### src/rtl/tmr_pkg.sv
// Shared constants and helpers for the timer bank.
// Assumes 32-bit register words and a 4-bit source select field.
package tmr_pkg;
    localparam int SEL_W    = 4;
    localparam int RPT_B    = 6;
    localparam int IMM_B    = 7;
    localparam int IEN_B    = 14;
    localparam int FLAG_B   = 15;
    localparam logic [31:0] CTRL_MASK = 32'h0000_C0CF;

    localparam logic [1:0] OP_WR  = 2'd0;
    localparam logic [1:0] OP_SET = 2'd1;
    localparam logic [1:0] OP_CLR = 2'd2;

    // Combine an old register value with write data under an alias op.
    function automatic logic [31:0] merge_op(input logic [31:0] old_v,
                                             input logic [31:0] d,
                                             input logic [1:0]  op);
        case (op)
            OP_SET:  return old_v | d;
            OP_CLR:  return old_v & ~d;
            default: return d;
        endcase
    endfunction
endpackage

### src/rtl/tmr_src_sync.sv
// Synchronises N asynchronous time-base inputs into clk and emits a
// one-cycle pulse per rising edge. Assumes each input stays high and low
// for at least two clk cycles.
module tmr_src_sync #(
    parameter int N = 11
) (
    input  logic         clk,
    input  logic         rst_n,
    input  logic [N-1:0] src,
    output logic [N-1:0] pulse
);
    for (genvar i = 0; i < N; i++) begin : g_src
        logic s1_q, s2_q, s3_q;

        // Two-flop synchroniser plus one history stage for edge detection.
        always_ff @(posedge clk) begin
            if (!rst_n) begin
                s1_q <= 1'b0;
                s2_q <= 1'b0;
                s3_q <= 1'b0;
            end else begin
                s1_q <= src[i];
                s2_q <= s1_q;
                s3_q <= s2_q;
            end
        end

        assign pulse[i] = s2_q & ~s3_q;


        single_pulse_chk: assert property (@(posedge clk) disable iff (!rst_n)
            pulse[i] |=> !pulse[i]);
    end
endmodule

### src/rtl/tmr_channel.sv
// One timer channel: control word, reload value and live down-count.
// Assumes tick is a single-cycle step enable; CW must not exceed 32.
module tmr_channel
    import tmr_pkg::*;
#(
    parameter int CW = 32
) (
    input  logic          clk,
    input  logic          rst_n,
    input  logic          srst,
    input  logic          tick,
    input  logic          ctrl_we,
    input  logic          fix_we,
    input  logic [1:0]    op,
    input  logic [31:0]   wdata,
    output logic [31:0]   ctrl_q,
    output logic [CW-1:0] count_q,
    output logic [CW-1:0] fixed_q,
    output logic          irq
);
    logic        pend_q;
    logic [31:0] fix_next;
    logic        at_zero;
    logic        fire;

    assign fix_next = merge_op(32'(fixed_q), wdata, op);
    assign at_zero  = (count_q == '0);
    assign fire     = tick && !pend_q && (count_q == CW'(1));
    assign irq      = ctrl_q[FLAG_B] & ctrl_q[IEN_B];

    // Control word: software updates, with the hardware event setting the flag.
    always_ff @(posedge clk) begin
        if (!rst_n || srst) begin
            ctrl_q <= '0;
        end else begin
            if (ctrl_we) ctrl_q <= merge_op(ctrl_q, wdata, op) & CTRL_MASK;
            if (fire)    ctrl_q[FLAG_B] <= 1'b1;
        end
    end

    // Reload value and the pending-load request it raises.
    always_ff @(posedge clk) begin
        if (!rst_n || srst) begin
            fixed_q <= '0;
            pend_q  <= 1'b0;
        end else begin
            if (tick && pend_q) pend_q <= 1'b0;
            if (fix_we) begin
                fixed_q <= fix_next[CW-1:0];
                pend_q  <= ctrl_q[IMM_B] || at_zero;
            end
        end
    end

    // Live count: load, decrement, reload or hold, once per step.
    always_ff @(posedge clk) begin
        if (!rst_n || srst) begin
            count_q <= '0;
        end else if (tick) begin
            if (pend_q)              count_q <= fixed_q;
            else if (!at_zero)       count_q <= count_q - 1'b1;
            else if (ctrl_q[RPT_B])  count_q <= fixed_q;
        end
    end


    hold_no_tick_chk: assert property (@(posedge clk) disable iff (!rst_n || srst)
        !tick |=> $stable(count_q));

    step_down_chk: assert property (@(posedge clk) disable iff (!rst_n || srst)
        tick && !pend_q && count_q != '0 |=> count_q == $past(count_q) - 1'b1);

    oneshot_stop_chk: assert property (@(posedge clk) disable iff (!rst_n || srst)
        tick && !pend_q && count_q == '0 && !ctrl_q[RPT_B] |=> count_q == '0);

    repeat_load_chk: assert property (@(posedge clk) disable iff (!rst_n || srst)
        tick && !pend_q && count_q == '0 && ctrl_q[RPT_B] |=> count_q == $past(fixed_q));

    flag_on_fire_chk: assert property (@(posedge clk) disable iff (!rst_n || srst)
        tick && !pend_q && count_q == CW'(1) |=> ctrl_q[FLAG_B]);
endmodule

### src/rtl/tick_timer_bank.sv
// Timer bank top: register decode with set/clear aliases, read mux,
// identity word, global soft reset and per-channel source selection.
// Assumes NSRC <= 15 and that AW covers the identity word address.
module tick_timer_bank
    import tmr_pkg::*;
#(
    parameter int          NCH       = 2,
    parameter int          NSRC      = 11,
    parameter int          CW        = 32,
    parameter int          AW        = 8,
    parameter logic [7:0]  VER_MAJOR = 8'h02
) (
    input  logic            clk,
    input  logic            rst_n,
    input  logic [NSRC-1:0] src_clk,
    input  logic            bus_we,
    input  logic [AW-1:0]   bus_addr,
    input  logic [31:0]     bus_wdata,
    output logic [31:0]     bus_rdata,
    output logic [NCH-1:0]  irq
);
    localparam int          BASE     = 32;
    localparam int          STRIDE   = 64;
    localparam logic [AW-1:0] VER_ADDR = AW'(BASE + NCH * STRIDE);
    localparam logic [31:0] VER_WORD = {VER_MAJOR, 24'h0};

    logic [1:0]      op;
    logic            wr_ok;
    logic            soft_rst;
    logic [NSRC-1:0] src_pulse;
    logic [15:0]     tick_pad;

    logic [31:0]   ctrl_q  [NCH];
    logic [CW-1:0] count_q [NCH];
    logic [CW-1:0] fixed_q [NCH];

    assign op       = bus_addr[3:2];
    assign wr_ok    = bus_we && (op != 2'd3) && (bus_addr[1:0] == 2'b00);
    assign soft_rst = wr_ok && (bus_addr[AW-1:4] == '0) && (op != OP_CLR) && bus_wdata[31];
    assign tick_pad = 16'({src_pulse, 1'b0});

    tmr_src_sync #(.N(NSRC)) u_sync (
        .clk   (clk),
        .rst_n (rst_n),
        .src   (src_clk),
        .pulse (src_pulse)
    );

    for (genvar n = 0; n < NCH; n++) begin : g_ch
        localparam logic [AW-1:0] CB = AW'(BASE + n * STRIDE);
        localparam logic [AW-1:0] FB = AW'(BASE + n * STRIDE + 32);
        logic ctrl_hit, fix_hit;

        assign ctrl_hit = bus_addr[AW-1:4] == CB[AW-1:4];
        assign fix_hit  = bus_addr[AW-1:4] == FB[AW-1:4];

        tmr_channel #(.CW(CW)) u_ch (
            .clk     (clk),
            .rst_n   (rst_n),
            .srst    (soft_rst),
            .tick    (tick_pad[ctrl_q[n][SEL_W-1:0]]),
            .ctrl_we (wr_ok && ctrl_hit),
            .fix_we  (wr_ok && fix_hit),
            .op      (op),
            .wdata   (bus_wdata),
            .ctrl_q  (ctrl_q[n]),
            .count_q (count_q[n]),
            .fixed_q (fixed_q[n]),
            .irq     (irq[n])
        );
    end

    // Read mux: identity word, then per-channel control, count and reload.
    always_comb begin
        bus_rdata = '0;
        if (bus_addr[AW-1:4] == VER_ADDR[AW-1:4]) bus_rdata = VER_WORD;
        for (int n = 0; n < NCH; n++) begin
            if (bus_addr[AW-1:4] == 4'(((BASE + n * STRIDE) >> 4)))      bus_rdata = ctrl_q[n];
            if (bus_addr[AW-1:4] == 4'(((BASE + n * STRIDE + 16) >> 4))) bus_rdata = 32'(count_q[n]);
            if (bus_addr[AW-1:4] == 4'(((BASE + n * STRIDE + 32) >> 4))) bus_rdata = 32'(fixed_q[n]);
        end
    end


    soft_rst_irq_chk: assert property (@(posedge clk) disable iff (!rst_n)
        soft_rst |=> irq == '0);
endmodule

### config.mk
export PLATFORM = sky130hd
export DESIGN_NAME = tick_timer_bank
export DESIGN_NICKNAME = d
export VERILOG_FILES = /design/src/rtl/tmr_pkg.sv /design/src/rtl/tmr_src_sync.sv /design/src/rtl/tmr_channel.sv /design/src/rtl/tick_timer_bank.sv
export SDC_FILE = /design/constraint.sdc
export NUM_CORES = 1
export LEC_CHECK = 0
export CORE_MARGIN = 5
export CORE_UTILIZATION = 64
export CTS_CLUSTER_SIZE = 20
export DETAILED_ROUTE_END_ITERATION = 8
export DONT_BUFFER_PORTS = 1
export GPL_TIMING_DRIVEN = 0
export PLACE_DENSITY = 0.89
export SLEW_MARGIN = 15
export SYNTH_ARGS = -nofsm -noshare
export SYNTH_HDL_FRONTEND = slang
export SYNTH_SLANG_ARGS = --single-unit
### constraint.sdc
create_clock -name clk -period 4 [get_ports clk]
set_clock_uncertainty 0.05 [all_clocks]
set_input_delay 0.4 -clock clk [delete_from_list [all_inputs] [get_ports clk]]
set_output_delay 0.4 -clock clk [all_outputs]
set_load 0.005 [all_outputs]
; After elaboration in Yosys (flattened, before gate mapping)
; Index checks and enable logic that the tools add are counted.
[op_classes]
n_lt_le_gt_ge = 2
mux = 29
n_reduce_logical = 31
eq_ne = 15
n_bitwise = 33
n_addsub = 2
[ops]
columns = cell, count
row1 = $mux W32, 12
row2 = $pmux W32 S2, 2
row3 = $and A32 B32 Y32, 2
row4 = $eq A32 B1 Y1 const B, 2
row5 = $logic_not A32 Y1, 2
row6 = $or A32 B32 Y32, 2
row7 = $pmux W16 S2, 2
row8 = $sub A32 B1 Y32 const B, 2
row9 = $and A16 B16 Y16, 2
row10 = $mux W16, 2
row11 = $not A32 Y32, 1
row12 = $or A16 B16 Y16, 2
row13 = $mux W26, 1
row14 = $logic_and A1 B1 Y1, 15
row15 = $and A1 B1 Y1, 13
row16 = $eq A4 B3 Y1 const B, 3
row17 = $not A1 Y1, 11
row18 = $lt A4 B5 Y1 const B, 2
row19 = $bmux W1 S4, 2
row20 = $eq A4 B2 Y1 const B, 2
row21 = $eq A4 B4 Y1 const B, 2
row22 = $mux W1, 8
row23 = $reduce_bool A2 Y1, 4
row24 = $ne A3 B1 Y1 const B, 2
row25 = 8 further kinds, 14
[totals]
regBits = 179
wordCells = 155

; Logic depth before layout (Yosys ltp)
[logic_depth]
ltp_word = 8
ltp_mapped = 12

; Hierarchy
; From an unflattened synthesis, not the netlist that was laid out.
[hier_totals]
hier_cells = 1530
area_unflattened_um2 = 12819.8
[modules_own_cells]
columns = module, seq_area_each_um2, instances, area_each_um2, cells_each
row1 = tmr_channel, 1461.4, 2, 4697.0, 563
row2 = tick_timer_bank, 0.0, 1, 2446.1, 324
row3 = tmr_src_sync, 660.6, 1, 979.7, 80

; Least setup slack after synthesis
; No wires, ideal clock.
[synth_path]
path_kind = register to register
start = register g_ch[1].u_ch.count_q[4]
end = register g_ch[1].u_ch.count_q[9]
required_ps = 3827
path_slack_ps = 1014
synth_period_minus_slack_ps = 2986
stages_incl_launch_ff = 13
setup_ps = 123
arrival_time_ps = 2814
path_cell_list = dfxtp_1 -> buf_6 -> or4_1 -> buf_2 -> or4_4 -> buf_6 -> or4_1 -> buf_2 -> and2_4 -> buf_6 -> nand2_1 -> buf_4 -> o22ai_1
[synth_via]
elab_chain_cells = 3
elab_cells_between_ends = 6
cone_classes = add/sub (1) / eq/ne (1) / mux (2) / reduce/logical (2)
[synth_rtl]
columns = item, line_no
row1 = "start, declared", tmr_channel.sv:17  ; output logic [CW-1:0] count_q,
row2 = "start signal, assigned", tmr_channel.sv:60  ; if (pend_q) count_q <= fixed_q;
row3 = "start signal, assigned", tmr_channel.sv:61  ; else if (!at_zero) count_q <= count_q - 1'b1;
row4 = "start signal, assigned", tmr_channel.sv:62  ; else if (ctrl_q[RPT_B]) count_q <= fixed_q;
row5 = $sub A32 B1 Y32 / $logic_not A32 Y1 (equally long branches), "tmr_channel.sv:61, tmr_channel.sv:27"
row6 = $mux W32 / $ne A3 B1 Y1 (equally long branches), n/a
row7 = $mux W32 / $reduce_and A2 Y1 (equally long branches), n/a
; Parallel ways exist; a longest one is shown, timed or not.
; A chain may end at the register's enable or synchronous reset.

; Worst setup path in the final report
[layout_path]
start = register g_ch[0].u_ch.count_q[0]
end = register g_ch[0].u_ch.count_q[11]
[layout_via]
elab_chain_cells = 3
elab_cells_between_ends = 6
cone_classes = add/sub (1) / eq/ne (1) / mux (2) / reduce/logical (2)
[layout_rtl]
columns = item, line_no
row1 = "start, declared", tmr_channel.sv:17
row2 = "start signal, assigned", tmr_channel.sv:60
row3 = "start signal, assigned", tmr_channel.sv:61
row4 = "start signal, assigned", tmr_channel.sv:62
row5 = $sub A32 B1 Y32 / $logic_not A32 Y1 (equally long branches), "tmr_channel.sv:61, tmr_channel.sv:27"
row6 = $mux W32 / $ne A3 B1 Y1 (equally long branches), n/a
row7 = $mux W32 / $reduce_and A2 Y1 (equally long branches), n/a
; Parallel ways exist; a longest one is shown, timed or not.

==> results.cfg <==
[status]
outcome = finished, final reports clean

[clock_tree]
cts_tree = done
insertion_delay_ns = 0.45
clock-sinks = 179
clockBufferDepth = 2
cts_setup_buffers = 0
numCtsBuffers = 17
post_cts_resized = 0
cts_hold_buf = 0
cts_root_buffer = clkbuf_16
cts_max_level = 4
clkTransAtPathRegs_ns = 0.08

[floorplanning]
num_io_pins = 88
die_h_microns = 134
die_w_microns = 134
start_util_pct = 65.2
dieArea_sq_um = 18000
core_area_sq_um = 15100
rows = 45

[synthesis]
synth_edf_count = 0
netlist.area_leader.share_pct = 36.3
yosysWarnings = 0
ys.flop_type = dfxtp_1
synthCells = 1313
seq_area_frac_synth_pct = 36.3
syn-num-nets = 1374
synth-seq-cells = 179
syn_area_sq_um = 9870
syn_area_per_cell_sq_um = 7.52
synthArstFlopShare_pct = 0
ys_types = 59
yosys-top-cells-area = dfxtp_1, a21oi_1, a211oi_1
post-synth-top-area-cell = dfxtp_1

[global_routing]
antenna_found_initial = 0
grt_max_degree = 23
first_global_vias = 10100
grt.overflow.total = 0
grt_pass1_wl_microns = 56500
grtUsageTotal_pct = 40.0

[timing]
final-hold-violation-count = 0
finalCritPeriodShare_pct = 86.0
max_freq_ghz = 0.291
worstMarginPinSlew_ns = 1.07
slew_viol_final = 0
setup_violations = 0
period_minus_slack_ns = 3.44
relSlewSlack_pct = 27.8
fin_tns_setup_ns = 0
rsz0062_at_grt = no

[final_layout]
final_cell_mix = dfxtp_1, a21oi_1, nor2_1, nand2_1, o21ai_0
multi_input_area_sq_um = 5650
seqCellArea_sq_um = 3580
layout.nets = 1395
n_antenna_cell = 0
syn_to_final_growth_pct = 9.24
layout-drive-gt1-share_pct = 5.86
utilization_pct = 71.2
n_fill_cell = 1228
layout.cells.most_common = dfxtp_1

[setup_path]
worst_setup_path_start_kind = flip-flop
slowest_delay_ns = 0.58
path_class = reg2reg
reg2reg_depth = 11
path_cells = inv_1 > ha_1 > nor3b_1 > nand4_1 > o31ai_1 > clkbuf_1 > clkbuf_1 > nand2_1 > nand2_1 > nand2_1 > a21oi_1
cp.arrival_ns = 3.78
crit_top_cell = nand2_1
required_ns = 4.34
cpMaxStageDelayCell = nor3b_1
crit_fanout = 10
end_kind = flip-flop

[pwr]
pwr-share-comb_pct = 6.8
sw_frac_of_total_pct = 28.8
leakagePower_uw = 0.00382
p_int_uw = 2750
clockPowerShare_pct = 46.4
seqPwrFrac_pct = 46.8
p_switching_uw = 1110
power_density_nw_per_um2 = 358
irDropWorstVdd_mv = 0.337

[place]
portBuffers = 0
dpl.hpwl_microns = 27300
gp_congestion = 1.08

[routing]
vias_per_cell = 7.12
wl_per_cell_microns = 23.9
ant_nets = 0
drtIter0Drc = 1653
wirelength_microns = 36700
dr.pass1.iters = 9
route.detailed.drc = 0
via_count = 10900

[hold_path]
hold_class = in2reg
whs_path_depth = 1

[flow_run]
cap_violations = 0
critical path, delay by kind of cell (launching register included):
| kind | cells | cell delay [ns] |
|---|---|---|
| adder cells (fa/ha/maj) | 1 | 0.23 |
| AND/OR/NAND/NOR | 5 | 1.10 |
| flip-flops | 1 | 0.38 |
| AO/OA/AOI/OAI | 2 | 0.53 |
| buffers and inverters | 3 | 1.09 |
power groups by stage:
stage / registers, uW / clock network (uW) / logic [uW]
2_1_floorplan: 1840 / 0 / 177
3_3_place_gp: 1840 / 0 / 242
3_5_place_dp: 1850 / 0 / 248
4_1_cts: 1800 / 1770 / 251
5_1_grt: 1810 / 1860 / 277
6_report: 1800 / 1790 / 264
area by class of cell:
class	instances	share of cell area [%]
timing repair buffer	2	0.0929
tap	188	2.18
inverter	46	1.60
sequential	179	33.2
clock inverter	15	2.01
clock buffer	17	3.95
multi-input combinational	975	52.4
buffer	113	4.53
per-stage QoR:
step | std cells | hold slack (ns) | total power [uW] | instance area (sq um) | setup WS, ns
6_report | 1535 | 0.0136 | 3860 | 10800 | 0.559
3_3_place_gp | 1501 | 0.365 | 2090 | 10100 | 0.259
5_1_grt | 1535 | 0.00960 | 3940 | 10800 | 0.427
4_1_cts | 1535 | 0.0133 | 3830 | 10800 | 0.671
3_5_place_dp | 1503 | 0.371 | 2090 | 10100 | 0.720
2_1_floorplan | 1313 | 0.362 | 2020 | 9870 | 1.01
final timing paths:
kind	from	endpoint	slack, ns
hold reg to reg	u_sync.g_src[5].s1_q	u_sync.g_src[5].s2_q	0.39
setup reg to reg	g_ch[0].u_ch.count_q[0]	g_ch[0].u_ch.count_q[11]	0.56
hold / removal	src_clk[8]	u_sync.g_src[8].s1_q	0.01
setup / recovery	g_ch[0].u_ch.count_q[0]	g_ch[0].u_ch.count_q[11]	0.56
synthesized netlist by cell type, types with 6 or more instances:
cell / count
inv_1: 46
dfxtp_1: 179
o211ai_1: 18
or4_1: 6
nand2b_1: 10
nand2_1: 111
a31oi_1: 46
nand3_1: 50
a21oi_1: 159
buf_1: 16
nor2_1: 113
nor4_1: 19
buf_6: 6
a22oi_1: 44
mux2_2: 9
nand4_1: 8
ha_1: 7
or3_1: 10
nor3b_1: 8
a21o_1: 25
and2_1: 41
a211oi_1: 80
o21ai_0: 94
nor3_1: 44
o31ai_1: 7
clkbuf_1: 84
cell families (layout without fill, tap and decap cells):
| kind of cell | Yosys count | after routing | share of synthesized area (%) |
|---|---|---|---|
| compound gates | 509 | 509 | 32.2 |
| simple gates | 445 | 445 | 21.9 |
| flops | 179 | 179 | 36.3 |
| buf+inv | 159 | 193 | 6.69 |
| mux | 13 | 13 | 1.94 |
| fa+ha+maj | 7 | 7 | 0.887 |
| xor+xnor | 1 | 1 | 0.0888 |
routing by layer:
layer  vias to the layer above  track usage [%]  share of wire [%]
li1                       4875                -                  -
met1                      4927             51.5                 36
met2                       925             61.1                 43
met3                       199             11.8                 15
met4                         0             20.6                5.8
met5                         -                0                  0
state kept, by name, summed over array words and instances (netlist names):
register and cells:
g_ch.u_ch.count_q 64, g_ch.u_ch.fixed_q 64, g_ch.u_ch.ctrl_q 16, u_sync.g_src.s1_q 11, u_sync.g_src.s2_q 11, u_sync.g_src.s3_q 11, g_ch.u_ch.pend_q 2
Note: power is estimated with default switching activity, not from simulation.
